$ cat config.mk
export PLATFORM = sky130hd
export DESIGN_NAME = bus_slot_arbiter
export DESIGN_NICKNAME = d
export VERILOG_FILES = /design/src/rtl/arb_pkg.sv /design/src/rtl/arb_rr_pick.sv /design/src/rtl/arb_slot_ctr.sv /design/src/rtl/arb_park_sel.sv /design/src/rtl/bus_slot_arbiter.sv
export SDC_FILE = /design/constraint.sdc
export NUM_CORES = 1
export LEC_CHECK = 0
export ABC_AREA = 1
export CAP_MARGIN = 30
export CORE_UTILIZATION = 65
export CTS_BUF_LIST = sky130_fd_sc_hd__clkbuf_16
export CTS_CLUSTER_SIZE = 12
export DETAILED_ROUTE_END_ITERATION = 7
export DONT_BUFFER_PORTS = 1
export PLACE_DENSITY = 0.9
export SETUP_SLACK_MARGIN = 0.15
export SYNTH_ARGS = -nofsm -noshare
export SYNTH_HDL_FRONTEND = slang
export SYNTH_SLANG_ARGS = --single-unit
$ cat constraint.sdc
create_clock -name clk -period 4.3 [get_ports clk]
set_clock_uncertainty 0.15 [all_clocks]
set_input_delay 0.645 -clock clk [delete_from_list [all_inputs] [get_ports clk]]
set_output_delay 0.645 -clock clk [all_outputs]
set_load 0.05 [all_outputs]
$ cat src/rtl/arb_pkg.sv
package arb_pkg;
   typedef enum logic [1:0] {
      PARK_NONE  = 2'd0,
      PARK_LAST  = 2'd1,
      PARK_FIXED = 2'd2,
      PARK_RSVD  = 2'd3
   } park_mode_e;
endpackage

$ cat src/rtl/arb_rr_pick.sv
// Round-robin search: first set bit of cand at or after ptr, wrapping.
module arb_rr_pick #(
   parameter int N_MST = 6,
   parameter int IDX_W = 3
) (
   input  logic [N_MST-1:0] cand,
   input  logic [IDX_W-1:0] ptr,
   output logic             hit,
   output logic [IDX_W-1:0] win
);
   generate
      if (N_MST == 1) begin : g_single
         assign hit = cand[0];
         assign win = '0;
      end else begin : g_multi
         always_comb begin
            hit = 1'b0;
            win = '0;
            // scan from farthest offset down so the nearest hit is the last one written
            for (int k = N_MST - 1; k >= 0; k--) begin
               if (cand[(int'(ptr) + k) % N_MST]) begin
                  hit = 1'b1;
                  win = IDX_W'((int'(ptr) + k) % N_MST);
               end
            end
         end
      end
   endgenerate
endmodule

$ cat src/rtl/arb_slot_ctr.sv
// Ownership cycle counter, saturating at the limit.
module arb_slot_ctr #(
   parameter int SLOT_W = 8
) (
   input  logic              clk,
   input  logic              rst_n,
   input  logic              clr,
   input  logic              adv,
   input  logic [SLOT_W-1:0] limit,
   output logic              at_limit
);
   logic [SLOT_W-1:0] cnt_q;

   always_ff @(posedge clk or negedge rst_n) begin
      if (!rst_n)                     cnt_q <= '0;
      else if (clr)                   cnt_q <= '0;
      else if (adv && cnt_q != limit) cnt_q <= cnt_q + 1'b1;
   end

   assign at_limit = (limit != '0) && (cnt_q == limit);
endmodule

$ cat src/rtl/arb_park_sel.sv
// Chooses where the grant rests while no master requests.
module arb_park_sel
   import arb_pkg::*;
#(
   parameter int N_MST = 6,
   parameter int IDX_W = 3
) (
   input  park_mode_e       mode,
   input  logic             last_vld,
   input  logic [IDX_W-1:0] last_idx,
   input  logic [IDX_W-1:0] fix_idx,
   output logic             park_vld,
   output logic [IDX_W-1:0] park_idx
);
   always_comb begin
      park_vld = 1'b0;
      park_idx = '0;
      unique case (mode)
         PARK_LAST: begin
            park_vld = last_vld;
            park_idx = last_idx;
         end
         PARK_FIXED: begin
            park_vld = int'(fix_idx) < N_MST;
            park_idx = fix_idx;
         end
         default: begin
            park_vld = 1'b0;
            park_idx = '0;
         end
      endcase
   end
endmodule

$ cat src/rtl/bus_slot_arbiter.sv
module bus_slot_arbiter
   import arb_pkg::*;
#(
   parameter int N_MST  = 6,
   parameter int SLOT_W = 8,
   parameter int IDX_W  = (N_MST > 1) ? $clog2(N_MST) : 1
) (
   input  logic              clk,
   input  logic              rst_n,
   input  logic [N_MST-1:0]  req_i,
   input  logic [N_MST-1:0]  burst_i,
   input  logic [1:0]        park_mode_i,
   input  logic [IDX_W-1:0]  park_idx_i,
   input  logic [SLOT_W-1:0] slot_lim_i,
   output logic [N_MST-1:0]  gnt_o,
   output logic              gnt_vld_o,
   output logic [IDX_W-1:0]  gnt_idx_o
);
   localparam int LAST_M = N_MST - 1;

   // ownership state
   logic             vld_q, vld_d;
   logic [IDX_W-1:0] own_q, own_d;
   logic [IDX_W-1:0] ptr_q;
   logic             last_vld_q;
   logic [IDX_W-1:0] last_q;

   // configuration captured on idle cycles
   park_mode_e        mode_q;
   logic [IDX_W-1:0]  fix_q;
   logic [SLOT_W-1:0] lim_q;

   logic own_req, own_burst, keep, brk, win_evt;
   logic at_limit, pick_hit, park_vld;
   logic [IDX_W-1:0] pick_win, park_idx;
   logic [N_MST-1:0] others, cand;

   assign own_req   = vld_q && req_i[own_q];
   assign own_burst = burst_i[own_q];
   assign others    = req_i & ~gnt_o;
   assign brk       = own_req && at_limit && !own_burst && (|others);
   assign keep      = own_req && !brk;
   assign cand      = brk ? others : req_i;

   arb_rr_pick #(.N_MST(N_MST), .IDX_W(IDX_W)) u_pick (
      .cand (cand),
      .ptr  (ptr_q),
      .hit  (pick_hit),
      .win  (pick_win)
   );

   arb_slot_ctr #(.SLOT_W(SLOT_W)) u_slot (
      .clk      (clk),
      .rst_n    (rst_n),
      .clr      (!keep),
      .adv      (keep),
      .limit    (lim_q),
      .at_limit (at_limit)
   );

   arb_park_sel #(.N_MST(N_MST), .IDX_W(IDX_W)) u_park (
      .mode     (mode_q),
      .last_vld (last_vld_q),
      .last_idx (last_q),
      .fix_idx  (fix_q),
      .park_vld (park_vld),
      .park_idx (park_idx)
   );

   always_comb begin
      win_evt = 1'b0;
      vld_d   = 1'b0;
      own_d   = own_q;
      if (keep) begin
         vld_d = 1'b1;
      end else if (pick_hit) begin
         vld_d   = 1'b1;
         own_d   = pick_win;
         win_evt = 1'b1;
      end else if (park_vld) begin
         vld_d = 1'b1;
         own_d = park_idx;
      end
   end

   always_ff @(posedge clk or negedge rst_n) begin
      if (!rst_n) begin
         vld_q      <= 1'b0;
         own_q      <= '0;
         ptr_q      <= '0;
         last_vld_q <= 1'b0;
         last_q     <= '0;
      end else begin
         vld_q <= vld_d;
         own_q <= own_d;
         if (win_evt) begin
            ptr_q      <= (int'(pick_win) == LAST_M) ? '0 : pick_win + 1'b1;
            last_vld_q <= 1'b1;
            last_q     <= pick_win;
         end else if (own_req) begin
            last_vld_q <= 1'b1;
            last_q     <= own_q;
         end
      end
   end

   always_ff @(posedge clk or negedge rst_n) begin
      if (!rst_n) begin
         mode_q <= PARK_NONE;
         fix_q  <= '0;
         lim_q  <= '0;
      end else if (!own_req) begin
         mode_q <= park_mode_e'(park_mode_i);
         fix_q  <= park_idx_i;
         lim_q  <= slot_lim_i;
      end
   end

   generate
      for (genvar i = 0; i < N_MST; i++) begin : g_dec
         assign gnt_o[i] = vld_q && (own_q == IDX_W'(i));
      end
   endgenerate

   assign gnt_vld_o = vld_q;
   assign gnt_idx_o = own_q;
endmodule

==> results of run 1 <==
==> layer usage <==
metal	part of all wire	up-vias
li1	-	1456
met1	0.43	1337
met2	0.49	97
met3	0.050	21
met4	0.027	0
met5	0	-
==> through the flow <==
stage / util / instance area (µm²) / setup slack [ns]
5_1_grt: 0.745 / 3090 / 0.286
3_3_place_gp: 0.708 / 2940 / 0.803
2_1_floorplan: - / 2890 / 1.16
6_report: 0.745 / 3090 / 0.617
3_5_place_dp: 0.708 / 2940 / 0.666
4_1_cts: 0.745 / 3090 / 0.642
==> flip-flops by register name, indices dropped and copies added (netlist names) <==
signal / count
lim_q: 8
u_slot.cnt_q: 8
ptr_q: 3
fix_q: 3
last_q: 3
gnt_idx_o: 3
last_vld_q: 1
gnt_vld_o: 1
mode_q: 2
==> worst min-delay path by stage <==
stage                      from            to  slack (ns)  cells past startpoint
after detailed placement  rst_n     mode_q[1]        0.20                      0
after CTS                 rst_n  gnt_idx_o[2]        0.05                      1
after global routing      rst_n  gnt_idx_o[1]        0.06                      1
final                     rst_n    last_vld_q        0.04                      1
after floorplan           rst_n      fix_q[0]        0.20                      0
after global placement    rst_n     mode_q[1]        0.20                      0
==> cell type report <==
| type | count | share of cell area |
|---|---|---|
| multi-input cells | 356 | 0.587 |
| flip-flops and latches | 32 | 0.259 |
| inverters | 65 | 0.0790 |
| clock buffers | 5 | 0.0405 |
| well taps | 50 | 0.0203 |
| repair buffers | 3 | 0.0113 |
| clock inverters | 2 | 0.00243 |
==> cell usage in the layout, fill, tap and decap left out, types with 6 or more instances in the layout <==
master	instances
a21oi_1	12
dfrtp_1	32
ha_1	17
inv_1	54
inv_2	10
nand2_1	172
nand2_2	9
nand3_1	33
nand4_1	6
nor2_1	33
nor2_2	6
o21ai_0	22
o21ai_1	7
xnor2_1	6
==> kinds of logic (layout without fill, tap and decap cells) <==
kind of cell               after synthesis  in the layout
DFF                                     32             32
and+or+nand+nor                        275            275
xor gates and xnor gates                11             11
adders and majority gates               17             17
AOI/OAI and AO/OA                       53             53
buffers and inverters                   72             75
==> synthesized netlist by cell type (all sizes together) <==
library cell	count	area share
xnor2	6	0.018
nand3	38	0.077
clkbuf	5	0.0065
nand3b	3	0.0078
o21a	1	0.0026
o311ai	1	0.0030
buf	2	0.0043
a21boi	1	0.0026
o31ai	2	0.0052
nor4	1	0.0022
nor2	39	0.056
o21ai	30	0.053
a31oi	2	0.0043
ha	17	0.074
nor3	4	0.0069
inv	64	0.083
or2	1	0.0022
a21oi	14	0.027
a22oi	1	0.0043
xor2	5	0.015
nand2	183	0.25
nand4	6	0.013
clkinv	1	0.0013
dfrtp	32	0.28
a211oi	1	0.0026
==> critical path: stages, from the launching register on <==
cell and delay [ns]:
dfrtp_1 0.67, inv_2 0.19, ha_1 0.28, xor2_1 0.24, inv_1 0.07, ha_1 0.27, o31ai_1 0.29, nand2_1 0.08
nand2_1 0.09, nand2_1 0.12, nand3_1 0.11, nand2_1 0.05, nand2_1 0.08, nand2_2 0.09, nor2_2 0.15, nand3_4 0.13
o21ai_2 0.18, inv_2 0.08, o21ai_1 0.11, o21ai_1 0.10
==> what timing repair did <==
action,CTS,global route
hold buffers,1,0
resized for setup,0,0
hold endpoints to repair,32,0
==> flow_metrics.env, run 1 <==
export IMPL_clk_transition_reported_paths_ns=0.05
export IMPL_slew_limit_headroom=0.399
export IMPL_multi_input_area_um2=1810
export IMPL_dp_cells=505
export IMPL_start_util=0.697
export IMPL_cts_htree_levels=2
export IMPL_portBuffers=0
export IMPL_grtUsageMet1=0.370
export IMPL_crit_start="ptr_q[0]"
export IMPL_ioPinCount=37
export IMPL_final_period_utilization=0.856
export IMPL_final_cells=513
export IMPL_first_global_vias=2672
export IMPL_status="completed"
export IMPL_clock_sinks=32
export IMPL_use_met3=0.0609
export IMPL_avgRoutedWirePerCell_um=13.2
export IMPL_finalSetupViolations=0
export IMPL_worst_pin_slew_ns=0.898
export IMPL_whs_ns=0.0441
export IMPL_yosysUniqueCellTypes=35
export IMPL_reg2reg_to="gnt_idx_o[1]"
export IMPL_rr_startpoint="ptr_q[0]"
export IMPL_drive_gt1_frac=0.0950
export IMPL_clk_path_buf_depth=2
export IMPL_yosys_area_share_simple=0.416
export IMPL_synthMuxAreaShare=0
export IMPL_drt_initial_drc_count=167
export IMPL_dp_hpwl_um=5040
export IMPL_synth_compound_area_share=0.105
export IMPL_die_x_um=68.7
export IMPL_rsz0062_at_grt="no"
export IMPL_yosysWarningCount=0
export IMPL_worst_ep_arrival_time_ns=3.68
export IMPL_die_area_um2=4720
export IMPL_syn_nets=504
export IMPL_grt_busiest_layer="met2"
export IMPL_fin_nets=507
export IMPL_fp_row_count=23
export IMPL_track_usage=0.324
export IMPL_start_kind="register"
export IMPL_antenna_found_initial=0
export IMPL_reg2regPathDepth=19
export IMPL_syn_inst=460
export IMPL_area_delta_synth_final_pct=6.89
export IMPL_synthXorXnorAreaFrac=0.0333
export IMPL_fill_cells=337
export IMPL_period_minus_slack_ns=3.68
export IMPL_synth_seq_cells=32
export IMPL_min_path_type="in -> async"
export IMPL_cts_tree="built"
export IMPL_gp_congestion=0.930
export IMPL_grt_pass1_wl_um=11300
export IMPL_postSynthAreaPerCell_um2=6.28
export IMPL_post_cts_buffers=0
export IMPL_first_pass_iters=5
export IMPL_die_height_um=68.7
export IMPL_setup_tns_ns=0
export IMPL_cp_data_required_time_ns=4.30
export IMPL_final_antenna_net_count=0
export IMPL_hold_viol=0
export IMPL_timing_fmax_mhz=272
export IMPL_routed_wirelength_um=6780
export IMPL_critical_path_class="reg -> reg"
export IMPL_drc=0
export IMPL_netlist_area_um2=2890
export IMPL_vias=2911
export IMPL_crit_path_max_fanout=15
export IMPL_clk_latency_ns=0.27
export IMPL_viasPerCell=5.67
export IMPL_ys_seq_area_frac=0.277
export IMPL_cp_end_kind="register"
export IMPL_cp_endpoint="gnt_idx_o[1]"
export IMPL_use_met2=0.586
export IMPL_numCtsBuffers=5
export IMPL_synth_top_family_by_area="simple AND/OR/NAND/NOR gates"
export IMPL_grt_max_degree=33
export IMPL_overflow=0
export IMPL_synth_adder_area_share=0.0736
export IMPL_report_final_slew_viol_count=0
export IMPL_r2r_setup_slack_ns=0.62
export IMPL_diodes=0
export IMPL_max_cap_violations=0
export IMPL_cts_root_buffer="clkbuf_16"
export IMPL_regArea_um2=801
export IMPL_core_area_um2=4140
Power of run 1 is left out: the tool's default activity adds up to more than one toggle a clock period on the data nets, which glitch-free logic cannot reach.
==> run 2, diff against run 1 <==
==> constraint.sdc (replaced) <==
create_clock -name clk -period 3.8 [get_ports clk]
set_clock_uncertainty 0.15 [all_clocks]
set_input_delay 0.57 -clock clk [delete_from_list [all_inputs] [get_ports clk]]
set_output_delay 0.57 -clock clk [all_outputs]
set_load 0.05 [all_outputs]
==> flow_metrics.env, run 2 (synthesized netlist as in run 1, its figures left out) <==
export IMPL_setup_tns_ns=0
export IMPL_clk_latency_ns=0.27
export IMPL_crit_top_cell="nand2_1"
export IMPL_start_kind="register"
export IMPL_first_pass_iters=5
export IMPL_first_global_vias=2655
export IMPL_top_regs="lim_q: 8 flops, u_slot.cnt_q: 8 flops"
export IMPL_timing_fmax_mhz=294
export IMPL_area_delta_synth_final_pct=8.01
export IMPL_cp_end_kind="register"
export IMPL_dp_hpwl_um=5030
export IMPL_vias=2909
export IMPL_crit_path_max_fanout=8
export IMPL_cts_root_buffer="clkbuf_16"
export IMPL_fin_nets=510
export IMPL_portBuffers=0
export IMPL_core_area_um2=4140
export IMPL_final_period_utilization=0.896
export IMPL_status="completed"
export IMPL_rsz0062_at_grt="no"
export IMPL_cts_tree="built"
export IMPL_ioPinCount=37
export IMPL_diodes=0
export IMPL_grt_max_degree=33
export IMPL_antenna_found_initial=0
export IMPL_routed_wirelength_um=6870
export IMPL_slowest_stage="dfrtp_1"
export IMPL_cts_htree_levels=2
export IMPL_drive_gt1_frac=0.110
export IMPL_clk_transition_reported_paths_ns=0.05
export IMPL_slew_limit_headroom=0.389
export IMPL_numCtsBuffers=5
export IMPL_cp_data_required_time_ns=3.83
export IMPL_worst_ep_arrival_time_ns=3.44
export IMPL_slowest_delay_ns=0.53
export IMPL_grt_pass1_wl_um=11300
export IMPL_overflow=0
export IMPL_layout_commonest_cell="nand2_1"
export IMPL_clk_path_buf_depth=2
export IMPL_fill_cells=332
export IMPL_crit_chain="inv_4 -> ha_1 -> xor2_1 -> inv_1 -> ha_1 -> o31ai_1 -> nand2_1 -> nand2_1 -> nand2_1 -> nand3_1 -> nand2_1 -> nand2_1 -> nand2_2 -> nor2_2 -> nand3_4 -> nor2_1 -> nand2_1 -> a31oi_1"
export IMPL_critical_path_class="reg -> reg"
export IMPL_clock_sinks=32
export IMPL_drc=0
export IMPL_gp_congestion=0.931
export IMPL_track_usage=0.326
export IMPL_final_antenna_net_count=0
export IMPL_die_area_um2=4720
export IMPL_fp_row_count=23
export IMPL_period_minus_slack_ns=3.41
export IMPL_viasPerCell=5.66
export IMPL_die_x_um=68.7
export IMPL_worst_pin_slew_ns=0.913
export IMPL_drt_initial_drc_count=199
export IMPL_die_height_um=68.7
export IMPL_start_util=0.697
export IMPL_finalSetupViolations=0
export IMPL_max_cap_violations=0
export IMPL_final_cell_mix="nand2_1 (171), inv_1 (53), nor2_1 (33), nand3_1 (33), dfrtp_1 (31)"
export IMPL_avgRoutedWirePerCell_um=13.4
export IMPL_hold_viol=0
export IMPL_min_path_type="in -> reg"
export IMPL_post_cts_buffers=0
export IMPL_report_final_slew_viol_count=0
run 2: cell count changes in the layout (fill, tap and decap cells not counted), sizes merged:
cell	previous run	this run
clkinv	3	1
buf	3	5
dlygate4sd3	0	1
run 2: worst paths after layout:
kind	slack, ns	start	to	depth (start not counted)
max	0.39	ptr_q[1]	gnt_idx_o[0]	18
min reg2reg	0.31	last_vld_q	last_vld_q	2
min	0.27	park_idx_i[0]	fix_q[0]	2
min in group asynchronous	0.62	rst_n	last_q[0]	2
max in group asynchronous	2.71	rst_n	ptr_q[2]	2
max reg2reg	0.39	ptr_q[1]	gnt_idx_o[0]	18
run 2: per-stage QoR:
stage	std cells	area (µm²)	worst slack, ns	hold slack [ns]	utilization
floorplan	460	2890	0.663	0.124	-
global placement	507	2950	0.436	0.125	0.712
detailed placement	507	2950	0.270	0.125	0.712
CTS	514	3110	0.242	0.264	0.749
global route	514	3120	0.159	0.273	0.753
finish	514	3120	0.394	0.266	0.753
run 2: worst max-delay path, delay by kind of cell, from the launching register on:
kind | cells | cell delay (ns)
AOI/OAI and AO/OA | 2 | 0.51
xor gates and xnor gates | 1 | 0.24
adders and majority gates | 2 | 0.50
buffers and inverters | 2 | 0.18
DFF | 1 | 0.53
and+or+nand+nor | 11 | 1.20
run 2: timing repair:
action,4_1_cts,5_1_grt
endpoints found under the setup margin,0,11
hold buffers,2,0
resized for setup,0,8
endpoints found under the hold margin,32,0
run 2: area by class of cell:
cell class	count	area, µm²	share of cell area
Sequential cell	32	802	0.257
Inverter	65	246	0.0790
Tap cell	50	62.6	0.0200
Multi-Input combinational cell	356	1820	0.585
Clock buffer	5	125	0.0401
Timing Repair Buffer	6	60.1	0.0192
run 2: metal layers:
layer | share of wire | global-route usage | vias to the layer above
met4 | 0.025 | 0.143 | 0
met3 | 0.054 | 0.0510 | 19
met2 | 0.51 | 0.593 | 110
li1 | - | - | 1458
met1 | 0.42 | 0.373 | 1322
met5 | 0 | 0 | -
Power of run 2 is left out for the same reason.
